## src/rtl/pes_pkg.sv

```systemverilog
package pes_pkg;

  typedef enum logic [2:0] {
    ST_IDLE,
    ST_PULSE,
    ST_GAP,
    ST_KEY,
    ST_SETTLE,
    ST_READ
  } seq_state_t;

  localparam logic [31:0] ENTRY_KEY = 32'h4D43_4850;

  function automatic int unsigned max_u(input int unsigned a, input int unsigned b);
    return (a > b) ? a : b;
  endfunction

endpackage

```

## src/rtl/pes_interval_timer.sv

```systemverilog
module pes_interval_timer #(
  parameter int unsigned CNT_W = 8
) (
  input  logic             clk,
  input  logic             rst_n,
  input  logic             load_i,
  input  logic [CNT_W-1:0] load_val_i,
  output logic             zero_o
);

  logic [CNT_W-1:0] cnt_q;
  logic [CNT_W-1:0] cnt_d;
  logic             cnt_en;

  always_comb begin
    cnt_en = load_i || (cnt_q != '0);
    cnt_d  = load_i ? load_val_i : (cnt_q - 1'b1);
  end

  always_ff @(posedge clk or negedge rst_n) begin
    if (!rst_n) begin
      cnt_q <= '0;
    end else if (cnt_en) begin
      cnt_q <= cnt_d;
    end
  end

  assign zero_o = (cnt_q == '0);

  AST_TIMER_HOLDS_ZERO: assert property (@(posedge clk) disable iff (!rst_n)
    (!load_i && zero_o) |=> zero_o);

endmodule

```

## src/rtl/pes_key_shifter.sv

```systemverilog
module pes_key_shifter #(
  parameter int unsigned KEY_W    = 32,
  parameter int unsigned HALF_DIV = 4,
  parameter logic [KEY_W-1:0] KEY = '0
) (
  input  logic clk,
  input  logic rst_n,
  input  logic go_i,
  output logic last_o,
  output logic sclk_o,
  output logic sdat_o
);

  localparam int unsigned DIV_W = $clog2(HALF_DIV + 1);
  localparam int unsigned BIT_W = $clog2(KEY_W);
  localparam logic [DIV_W-1:0] DIV_LAST = DIV_W'(HALF_DIV - 1);
  localparam logic [BIT_W-1:0] BIT_LAST = BIT_W'(KEY_W - 1);

  logic             act_q, act_d;
  logic             high_q, high_d;
  logic [DIV_W-1:0] div_q, div_d;
  logic [BIT_W-1:0] bit_q, bit_d;
  logic [KEY_W-1:0] sh_q, sh_d;
  logic             phase_end;

  always_comb begin
    act_d     = act_q;
    high_d    = high_q;
    div_d     = div_q;
    bit_d     = bit_q;
    sh_d      = sh_q;
    phase_end = act_q && (div_q == DIV_LAST);
    last_o    = phase_end && high_q && (bit_q == BIT_LAST);
    if (go_i) begin
      act_d  = 1'b1;
      high_d = 1'b0;
      div_d  = '0;
      bit_d  = '0;
      sh_d   = KEY;
    end else if (act_q) begin
      if (!phase_end) begin
        div_d = div_q + 1'b1;
      end else begin
        div_d = '0;
        if (!high_q) begin
          high_d = 1'b1;
        end else begin
          high_d = 1'b0;
          if (bit_q == BIT_LAST) begin
            act_d = 1'b0;
          end else begin
            bit_d = bit_q + 1'b1;
            sh_d  = {sh_q[KEY_W-2:0], 1'b0};
          end
        end
      end
    end
  end

  always_ff @(posedge clk or negedge rst_n) begin
    if (!rst_n) begin
      act_q  <= 1'b0;
      high_q <= 1'b0;
      div_q  <= '0;
      bit_q  <= '0;
      sh_q   <= '0;
    end else begin
      act_q  <= act_d;
      high_q <= high_d;
      div_q  <= div_d;
      bit_q  <= bit_d;
      sh_q   <= sh_d;
    end
  end

  assign sclk_o = act_q && high_q;
  assign sdat_o = act_q && sh_q[KEY_W-1];

  AST_DATA_STABLE_AT_RISE: assert property (@(posedge clk) disable iff (!rst_n)
    $rose(sclk_o) |-> $stable(sdat_o));

  AST_CLOCK_ONLY_WHEN_ACTIVE: assert property (@(posedge clk) disable iff (!rst_n)
    !act_q |-> (!sclk_o && !sdat_o));

endmodule

```

## src/rtl/pes_id_reader.sv

```systemverilog
module pes_id_reader #(
  parameter int unsigned DATA_W      = 8,
  parameter int unsigned TIMEOUT_CYC = 1000,
  parameter logic [DATA_W-1:0] MAGIC = '0
) (
  input  logic              clk,
  input  logic              rst_n,
  input  logic              go_i,
  output logic              rd_req_o,
  input  logic              rd_vld_i,
  input  logic [DATA_W-1:0] rd_data_i,
  output logic              fin_o,
  output logic              hit_o
);

  localparam int unsigned TMO_W = $clog2(TIMEOUT_CYC + 1);

  logic             act_q, act_d;
  logic [TMO_W-1:0] tmo_q, tmo_d;

  always_comb begin
    fin_o = act_q && (rd_vld_i || (tmo_q == '0));
    hit_o = act_q && rd_vld_i && (rd_data_i == MAGIC);
    act_d = act_q;
    tmo_d = tmo_q;
    if (go_i) begin
      act_d = 1'b1;
      tmo_d = TMO_W'(TIMEOUT_CYC - 1);
    end else if (act_q) begin
      if (fin_o) begin
        act_d = 1'b0;
      end else begin
        tmo_d = tmo_q - 1'b1;
      end
    end
  end

  always_ff @(posedge clk or negedge rst_n) begin
    if (!rst_n) begin
      act_q <= 1'b0;
      tmo_q <= '0;
    end else begin
      act_q <= act_d;
      tmo_q <= tmo_d;
    end
  end

  assign rd_req_o = act_q;

  AST_REQ_HELD_UNTIL_END: assert property (@(posedge clk) disable iff (!rst_n)
    (rd_req_o && !rd_vld_i && (tmo_q != '0)) |=> rd_req_o);

  AST_REQ_DROPS_AFTER_ANSWER: assert property (@(posedge clk) disable iff (!rst_n)
    (rd_req_o && rd_vld_i && !go_i) |=> !rd_req_o);

endmodule

```

## src/rtl/prog_entry_seq.sv

```systemverilog
module prog_entry_seq
  import pes_pkg::*;
#(
  parameter int unsigned PULSE_CYC   = 4,
  parameter int unsigned GAP_CYC     = 8,
  parameter int unsigned HALF_DIV    = 4,
  parameter int unsigned HOLD_A_CYC  = 16,
  parameter int unsigned HOLD_B_CYC  = 24,
  parameter int unsigned TIMEOUT_CYC = 1000,
  parameter int unsigned KEY_W       = 32,
  parameter int unsigned ADDR_W      = 24,
  parameter int unsigned DATA_W      = 8,
  parameter logic [KEY_W-1:0]  KEY      = ENTRY_KEY,
  parameter logic [ADDR_W-1:0] ID_ADDR  = 24'h0807F0,
  parameter logic [DATA_W-1:0] ID_MAGIC = 8'hBB
) (
  input  logic              clk,
  input  logic              rst_n,
  input  logic              start_i,
  output logic              tgt_rst_o,
  output logic              ser_clk_o,
  output logic              ser_dat_o,
  output logic              rd_req_o,
  output logic [ADDR_W-1:0] rd_addr_o,
  input  logic              rd_vld_i,
  input  logic [DATA_W-1:0] rd_data_i,
  output logic              done_o,
  output logic              resident_o,
  output logic              need_load_o
);

  localparam int unsigned SETTLE_CYC = max_u(HOLD_A_CYC, HOLD_B_CYC);
  localparam int unsigned MAX_CYC    = max_u(max_u(PULSE_CYC, GAP_CYC), SETTLE_CYC);
  localparam int unsigned CNT_W      = $clog2(MAX_CYC + 1);

  seq_state_t       st_q, st_d;
  logic             sess_q, sess_d;
  logic             done_q, done_d;
  logic             res_q, res_d;
  logic             need_q, need_d;
  logic             tm_load;
  logic [CNT_W-1:0] tm_val;
  logic             tm_zero;
  logic             key_go, key_last;
  logic             rd_go, rd_fin, rd_hit;

  pes_interval_timer #(.CNT_W(CNT_W)) u_timer (
    .clk        (clk),
    .rst_n      (rst_n),
    .load_i     (tm_load),
    .load_val_i (tm_val),
    .zero_o     (tm_zero)
  );

  pes_key_shifter #(.KEY_W(KEY_W), .HALF_DIV(HALF_DIV), .KEY(KEY)) u_key (
    .clk    (clk),
    .rst_n  (rst_n),
    .go_i   (key_go),
    .last_o (key_last),
    .sclk_o (ser_clk_o),
    .sdat_o (ser_dat_o)
  );

  pes_id_reader #(.DATA_W(DATA_W), .TIMEOUT_CYC(TIMEOUT_CYC), .MAGIC(ID_MAGIC)) u_reader (
    .clk       (clk),
    .rst_n     (rst_n),
    .go_i      (rd_go),
    .rd_req_o  (rd_req_o),
    .rd_vld_i  (rd_vld_i),
    .rd_data_i (rd_data_i),
    .fin_o     (rd_fin),
    .hit_o     (rd_hit)
  );

  always_comb begin
    st_d    = st_q;
    sess_d  = sess_q;
    done_d  = 1'b0;
    res_d   = res_q;
    need_d  = need_q;
    tm_load = 1'b0;
    tm_val  = '0;
    key_go  = 1'b0;
    rd_go   = 1'b0;
    case (st_q)
      ST_IDLE: begin
        if (start_i) begin
          st_d    = ST_PULSE;
          tm_load = 1'b1;
          tm_val  = CNT_W'(PULSE_CYC - 1);
          sess_d  = 1'b0;
          res_d   = 1'b0;
          need_d  = 1'b0;
        end
      end
      ST_PULSE: begin
        if (tm_zero) begin
          st_d    = ST_GAP;
          tm_load = 1'b1;
          tm_val  = CNT_W'(GAP_CYC - 1);
        end
      end
      ST_GAP: begin
        if (tm_zero) begin
          st_d   = ST_KEY;
          key_go = 1'b1;
        end
      end
      ST_KEY: begin
        if (key_last) begin
          st_d    = ST_SETTLE;
          tm_load = 1'b1;
          tm_val  = CNT_W'(SETTLE_CYC - 1);
          sess_d  = 1'b1;
        end
      end
      ST_SETTLE: begin
        if (tm_zero) begin
          st_d  = ST_READ;
          rd_go = 1'b1;
        end
      end
      ST_READ: begin
        if (rd_fin) begin
          st_d   = ST_IDLE;
          done_d = 1'b1;
          res_d  = rd_hit;
          need_d = !rd_hit;
        end
      end
      default: st_d = ST_IDLE;
    endcase
  end

  always_ff @(posedge clk or negedge rst_n) begin
    if (!rst_n) begin
      st_q   <= ST_IDLE;
      sess_q <= 1'b0;
      done_q <= 1'b0;
      res_q  <= 1'b0;
      need_q <= 1'b0;
    end else begin
      st_q   <= st_d;
      sess_q <= sess_d;
      done_q <= done_d;
      res_q  <= res_d;
      need_q <= need_d;
    end
  end

  assign tgt_rst_o   = (st_q == ST_PULSE) || sess_q;
  assign rd_addr_o   = ID_ADDR;
  assign done_o      = done_q;
  assign resident_o  = res_q;
  assign need_load_o = need_q;

  AST_REQ_NEEDS_RAISED_RESET: assert property (@(posedge clk) disable iff (!rst_n)
    rd_req_o |-> tgt_rst_o);

  AST_ONE_STATUS_AT_A_TIME: assert property (@(posedge clk) disable iff (!rst_n)
    !(resident_o && need_load_o));

  AST_DONE_SINGLE_CYCLE: assert property (@(posedge clk) disable iff (!rst_n)
    done_o |=> !done_o);

  AST_DONE_CARRIES_STATUS: assert property (@(posedge clk) disable iff (!rst_n)
    done_o |-> (resident_o || need_load_o));

  AST_BUSY_START_IGNORED: assert property (@(posedge clk) disable iff (!rst_n)
    (st_q inside {ST_GAP, ST_KEY, ST_SETTLE, ST_READ}) |=> (st_q != ST_PULSE));

  AST_NO_CLOCK_IN_SESSION_HOLD: assert property (@(posedge clk) disable iff (!rst_n)
    tgt_rst_o |-> !ser_clk_o);

endmodule

```

## config.mk

```make
export PLATFORM = sky130hd
export DESIGN_NAME = prog_entry_seq
export DESIGN_NICKNAME = d
export VERILOG_FILES = /design/src/rtl/pes_pkg.sv /design/src/rtl/pes_interval_timer.sv /design/src/rtl/pes_key_shifter.sv /design/src/rtl/pes_id_reader.sv /design/src/rtl/prog_entry_seq.sv
export SDC_FILE = /design/constraint.sdc
export NUM_CORES = 1
export LEC_CHECK = 0
export BUFFER_PORTS_ARGS = -buffer_cell sky130_fd_sc_hd__buf_2
export CAP_MARGIN = 15
export CORE_ASPECT_RATIO = 0.9
export CORE_UTILIZATION = 50
export DETAILED_ROUTE_END_ITERATION = 7
export PLACE_DENSITY = 0.7
export SLEW_MARGIN = 5
export SYNTH_ARGS = -nofsm -noshare
export SYNTH_HDL_FRONTEND = slang
export SYNTH_HIERARCHICAL = 1
export SYNTH_SLANG_ARGS = --single-unit
```

## constraint.sdc

```tcl
create_clock -name clk -period 2.8 [get_ports clk]
set_input_delay 0.42 -clock clk [delete_from_list [all_inputs] [get_ports clk]]
set_output_delay 0.42 -clock clk [all_outputs]
set_load 0.005 [all_outputs]
```

# Word-level counts from Yosys, hierarchy flattened
# Index checks and enable logic that the tools add are counted.
[op_classes]
n_addsub = 4
n_mul = 0
div_mod_pow = 0
order_cmp = 0
eq_ne = 16
shifts = 0
n_mux = 55
bitwise_logic = 0
n_reduce_logical = 28
[op_table]
columns = ["op", "count"]
rows = [
  ["2-to-1 mux 32 bit", 5],
  ["2-to-1 mux 5 bit", 7],
  ["2-to-1 mux 10 bit", 3],
  ["2-to-1 mux 3 bit", 10],
  ["2-to-1 mux 1 bit", 23],
  ["case mux 3 bit (6 select lines)", 1],
  ["!= test 2 bit (second input constant)", 8],
  ["case mux 5 bit (3 select lines)", 1],
  ["nonzero test 2 bit", 6],
  ["logical NOT 10 bit", 1],
  ["subtractor 10 x 1 -> 10 bit (second input constant)", 1],
  ["== test 3 x 2 -> 1 bit (second input constant)", 3],
  ["== test 8 bit (second input constant)", 1],
  ["logical AND 1 bit", 8],
  ["== test 3 bit (second input constant)", 2],
  ["case mux 1 bit (2 select lines)", 3],
  ["AND reduction 3 bit", 2],
  ["AND reduction 6 bit", 1],
  ["adder 5 x 1 -> 5 bit (second input constant)", 1],
  ["== test 5 bit (second input constant)", 1],
  ["logical NOT 5 bit", 1],
  ["nonzero test 5 bit", 1],
  ["subtractor 5 x 1 -> 5 bit (second input constant)", 1],
  ["AND reduction 2 bit", 2],
  ["8 further kinds", 10],
]
[totals]
register_bits = 65
latch_bits = 0
mem_bits_rw = 0
rom_bits = 0
inputBits = 12
memories = 0

# Depth between registers and ports, before layout
[logic_depth]
ltp_word = 7
ltp_mapped = 12

# Hierarchy
# Netlist, hierarchy kept.
[by_module_without_submodules]
columns = ["mod", "instances", "cells_per_inst", "area_per_inst_um2"]
rows = [
  ["pes_key_shifter", 1, 163, 1815.5],
  ["pes_id_reader", 1, 76, 708.2],
  ["prog_entry_seq", 1, 70, 591.8],
  ["pes_interval_timer", 1, 27, 279.0],
]

# Worst setup path after synthesis
# Ideal clock, no wire load.
[synth_timing]
kind = "register to register"
startpoint = "reg u_timer.cnt_q[0]"
endpoint = "reg u_reader.tmo_q[1]"
setup_time_ps = 101
arrival_ps = 2225
slack_ps = 474
path_stages_with_launch = 9
n_path_buf = 1
synth_period_minus_slack_ps = 2326
cell_sequence = "dfrtp_1 -> inv_1 -> ha_1 -> nor4b_4 -> nor4bb_1 -> clkbuf_1 -> inv_1 -> and3_1 -> nor4_1"
[synth_via]
elab_chain_len = 5
word_cells_on_any_way = 7
cone_classes = "1 x eq/ne; 3 x mux; 3 x reduce/logical"
[synth_rtl]
columns = ["element", "line_no", "text"]
rows = [
  ["start: declaration", "pes_interval_timer.sv:11", "logic [CNT_W-1:0] cnt_q;"],
  ["start signal: assignment", "pes_interval_timer.sv:24", "cnt_q <= cnt_d;"],
  ["logical NOT 5 bit (*)", "pes_interval_timer.sv:28", "assign zero_o = (cnt_q == '0);"],
  ["via tm_zero", "prog_entry_seq.sv:43", "logic tm_zero;"],
  ["2-to-1 mux 1 bit (*)", "prog_entry_seq.sv:118", "if (tm_zero) begin"],
  ["2-to-1 mux 1 bit (*)", "prog_entry_seq.sv:85", "case (st_q)"],
  ["via rd_go", "prog_entry_seq.sv:45", "logic rd_go, rd_fin, rd_hit;"],
  ["!= test 2 bit (no line) or nonzero test 2 bit (tied branches)", "n/a", ""],
  ["AND reduction 2 bit (no line)", "n/a", ""],
  ["end signal: assignment", "pes_id_reader.sv:44", "tmo_q <= tmo_d;"],
  ["end: declaration", "pes_id_reader.sv:19", "logic [TMO_W-1:0] tmo_q, tmo_d;"],
]
# Mark *: on every way through the listed nets, which the timed path passes. The rest lies on a longest branch.
# A chain may end at the register's enable or synchronous reset.

# Worst setup path after layout
# Ends and elaborated chain as after synthesis.

==> impl_metrics.env <==
export IMPL_wl_per_cell_um=12.8
export IMPL_h_tree_depth=3
export IMPL_fin_skew_ns=0.0121
export IMPL_hpwl_um=3760
export IMPL_drt_initial_drc_count=57
export IMPL_relSlewSlack_pct=60.3
export IMPL_end_kind="flip-flop"
export IMPL_ctsResizeCount=0
export IMPL_power_mw=2.98
export IMPL_yosysSeqAreaShare_pct=45.0
export IMPL_grt_max_degree=48
export IMPL_cts_root_buf="clkbuf_8"
export IMPL_drv_slew=0
export IMPL_insertedDiodeCount=0
export IMPL_post_cts_setup_buffers=0
export IMPL_clkTransAtPathRegs_ns=0.07
export IMPL_fmax_mhz=421
export IMPL_cts_buffers=9
export IMPL_drt_wl_total_um=5760
export IMPL_final_common_cell="dfrtp_1"
export IMPL_io_buffers=18
export IMPL_synth_avg_cell_area_um2=10.1
export IMPL_final_cell_mix="dfrtp_1, nand2b_1, mux2i_1"
export IMPL_synth_edf_count=0
export IMPL_worst_slack_ns=0.422
export IMPL_placed_area_um2=3490
export IMPL_synthFlopType="dfrtp_1"
export IMPL_finalCritPeriodShare_pct=84.9
export IMPL_cp_max_fo=12
export IMPL_grtUsageTotal_pct=17.6
export IMPL_hold_class="in2async"
export IMPL_antenna_found_initial=0
export IMPL_first_global_vias=1993
export IMPL_synthesis_area_um2=3390
export IMPL_layout_nets=371
export IMPL_irDropWorstVdd_uv=279
export IMPL_final_cell_area_um2=3650
export IMPL_row_count=28
export IMPL_ant_nets=0
export IMPL_via_per_inst=5.31
export IMPL_ys_warnings_count=6
export IMPL_hold_viol_final=0
export IMPL_synth_top_area_share_pct=45.0
export IMPL_netlist_instances=336
export IMPL_powerDensity_nw_per_um2=816
export IMPL_clk_latency_ns=0.34
export IMPL_cap_violations=0
export IMPL_numClockSinks=61
export IMPL_grt_pass1_wl_um=9490
export IMPL_period_needed_ns=2.38
export IMPL_dieArea_um2=7120
export IMPL_die_width_um=88.9
export IMPL_vias=2377
export IMPL_setup_viol=0
export IMPL_outcome="finished clean"
export IMPL_clock_path_buffers=2
export IMPL_die_h_um=80.2
export IMPL_gp_congestion=0.719
export IMPL_firstDrtPassIters=4
export IMPL_dpl_worst_slack_ns=0.471
export IMPL_hold_buffers=0
export IMPL_fin_cells=448
export IMPL_synth_top_cell_by_area="dfrtp_1"
export IMPL_grt_setup_unrepaired="false"
export IMPL_critPathKind="reg2reg"
export IMPL_dp_cells=433
export IMPL_crit_path_start_kind="flip-flop"
export IMPL_setup_tns_ns=0
export IMPL_core_area_um2=6550
export IMPL_cts_tree="yes"
export IMPL_overflow=0
export IMPL_start_util_pct=51.8
export IMPL_ios=43
export IMPL_required_ns=3.05
export IMPL_yosys_top_cells_area="dfrtp_1, mux2i_1, nand2b_1"
export IMPL_arrival_ns=2.62
export IMPL_worst_pin_slew_ns=0.593
export IMPL_synth_seq_cells=61
export IMPL_drc_errors=0
export IMPL_p_leak_nw=1.60
export IMPL_drive_gt1_share_pct=14.0
export IMPL_syn_to_final_growth_pct=7.56
export IMPL_synth_cell_types=59
export IMPL_async_reset_ff_share_pct=100
[path summary, 6_finish.rpt]
check	startpoint	slack (ns)	end	depth (start not counted)
max	u_timer/cnt_q[0]	0.42	u_reader/tmo_q[1]	8
min	rst_n	0.02	u_reader/tmo_q[6]	1
max reg2reg	u_timer/cnt_q[0]	0.42	u_reader/tmo_q[1]	8
min reg2reg	sess_q	0.48	sess_q	2
max in group asynchronous	rst_n	2.06	u_key/sh_q[7]	2
min in group clk	rd_data_i[6]	0.35	resident_o	4
[critical path, cell delays in order, from the launching register on]
cell and delay [ns]:
dfrtp_1 0.37, inv_1 0.09, ha_1 0.21, nor4b_4 0.53, nor4bb_1 0.30, buf_4 0.23
inv_1 0.15, and3_1 0.20, nor4_1 0.21
[flip-flops by register name, summed over array words and instances, names as in the netlist, 3 cells and up]
name,count
st_q,3
u_key/bit_q,5
u_timer/cnt_q,5
u_key/div_q,3
u_reader/tmo_q,10
u_key/sh_q,28
[area by class of cell]
type	instances	area, µm²
fillers	597	2900
multi-input cells	243	1640
flip-flops and latches	61	1530
repair buffers	26	163
clock buffers	13	149
well taps	90	113
inverters	13	48.8
clock inverters	2	10.0
[where the power goes]
part           internal (mW)  leakage (nW)  switching [mW]
clock                  0.338        0.0833           0.327
combinational          0.479         0.751           0.475
sequential              1.14         0.765           0.216
[metrics by stage]
| step | hold WS [ns] | utilization [%] |
|---|---|---|
| after floorplan | 0.124 | - |
| after global placement | 0.393 | 53.3 |
| after detailed placement | 0.398 | 53.3 |
| after CTS | 0.0291 | 55.7 |
| after global routing | 0.0552 | 55.7 |
| final | 0.0222 | 55.7 |
[routing by layer]
metal / global-route usage (%) / wire (µm) / vias to the layer above
met3: 3.39 / 212 / 12
met1: 24.1 / 2810 / 1155
met4: 9.68 / 92 / 0
met2: 26.2 / 2640 / 52
met5: 0 / 0 / -
li1: - / - / 1158
[cell usage after synthesis, types with 6 or more instances]
cell type	number
inv_1	13
o31ai_1	7
buf_4	28
dfrtp_1	61
nor2_1	26
nand2_1	14
nand2b_1	38
or4_1	6
clkbuf_1	9
mux2i_1	31
a21oi_1	9
[logic make-up (layout without fill, tap and decap cells)]
group / count (synthesis) / after routing / share of synthesized area [%]
buffers and inverters: 55 / 54 / 9.36
adder cells (fa/ha/maj): 5 / 5 / 1.84
AO/OA/AOI/OAI: 43 / 43 / 8.81
XOR/XNOR: 4 / 4 / 1.03
AND/OR/NAND/NOR: 133 / 133 / 24.0
multiplexers: 33 / 33 / 9.80
other: 2 / 25 / 0.221
flip-flops: 61 / 61 / 45.0
Note: power is estimated with default switching activity, not from simulation.
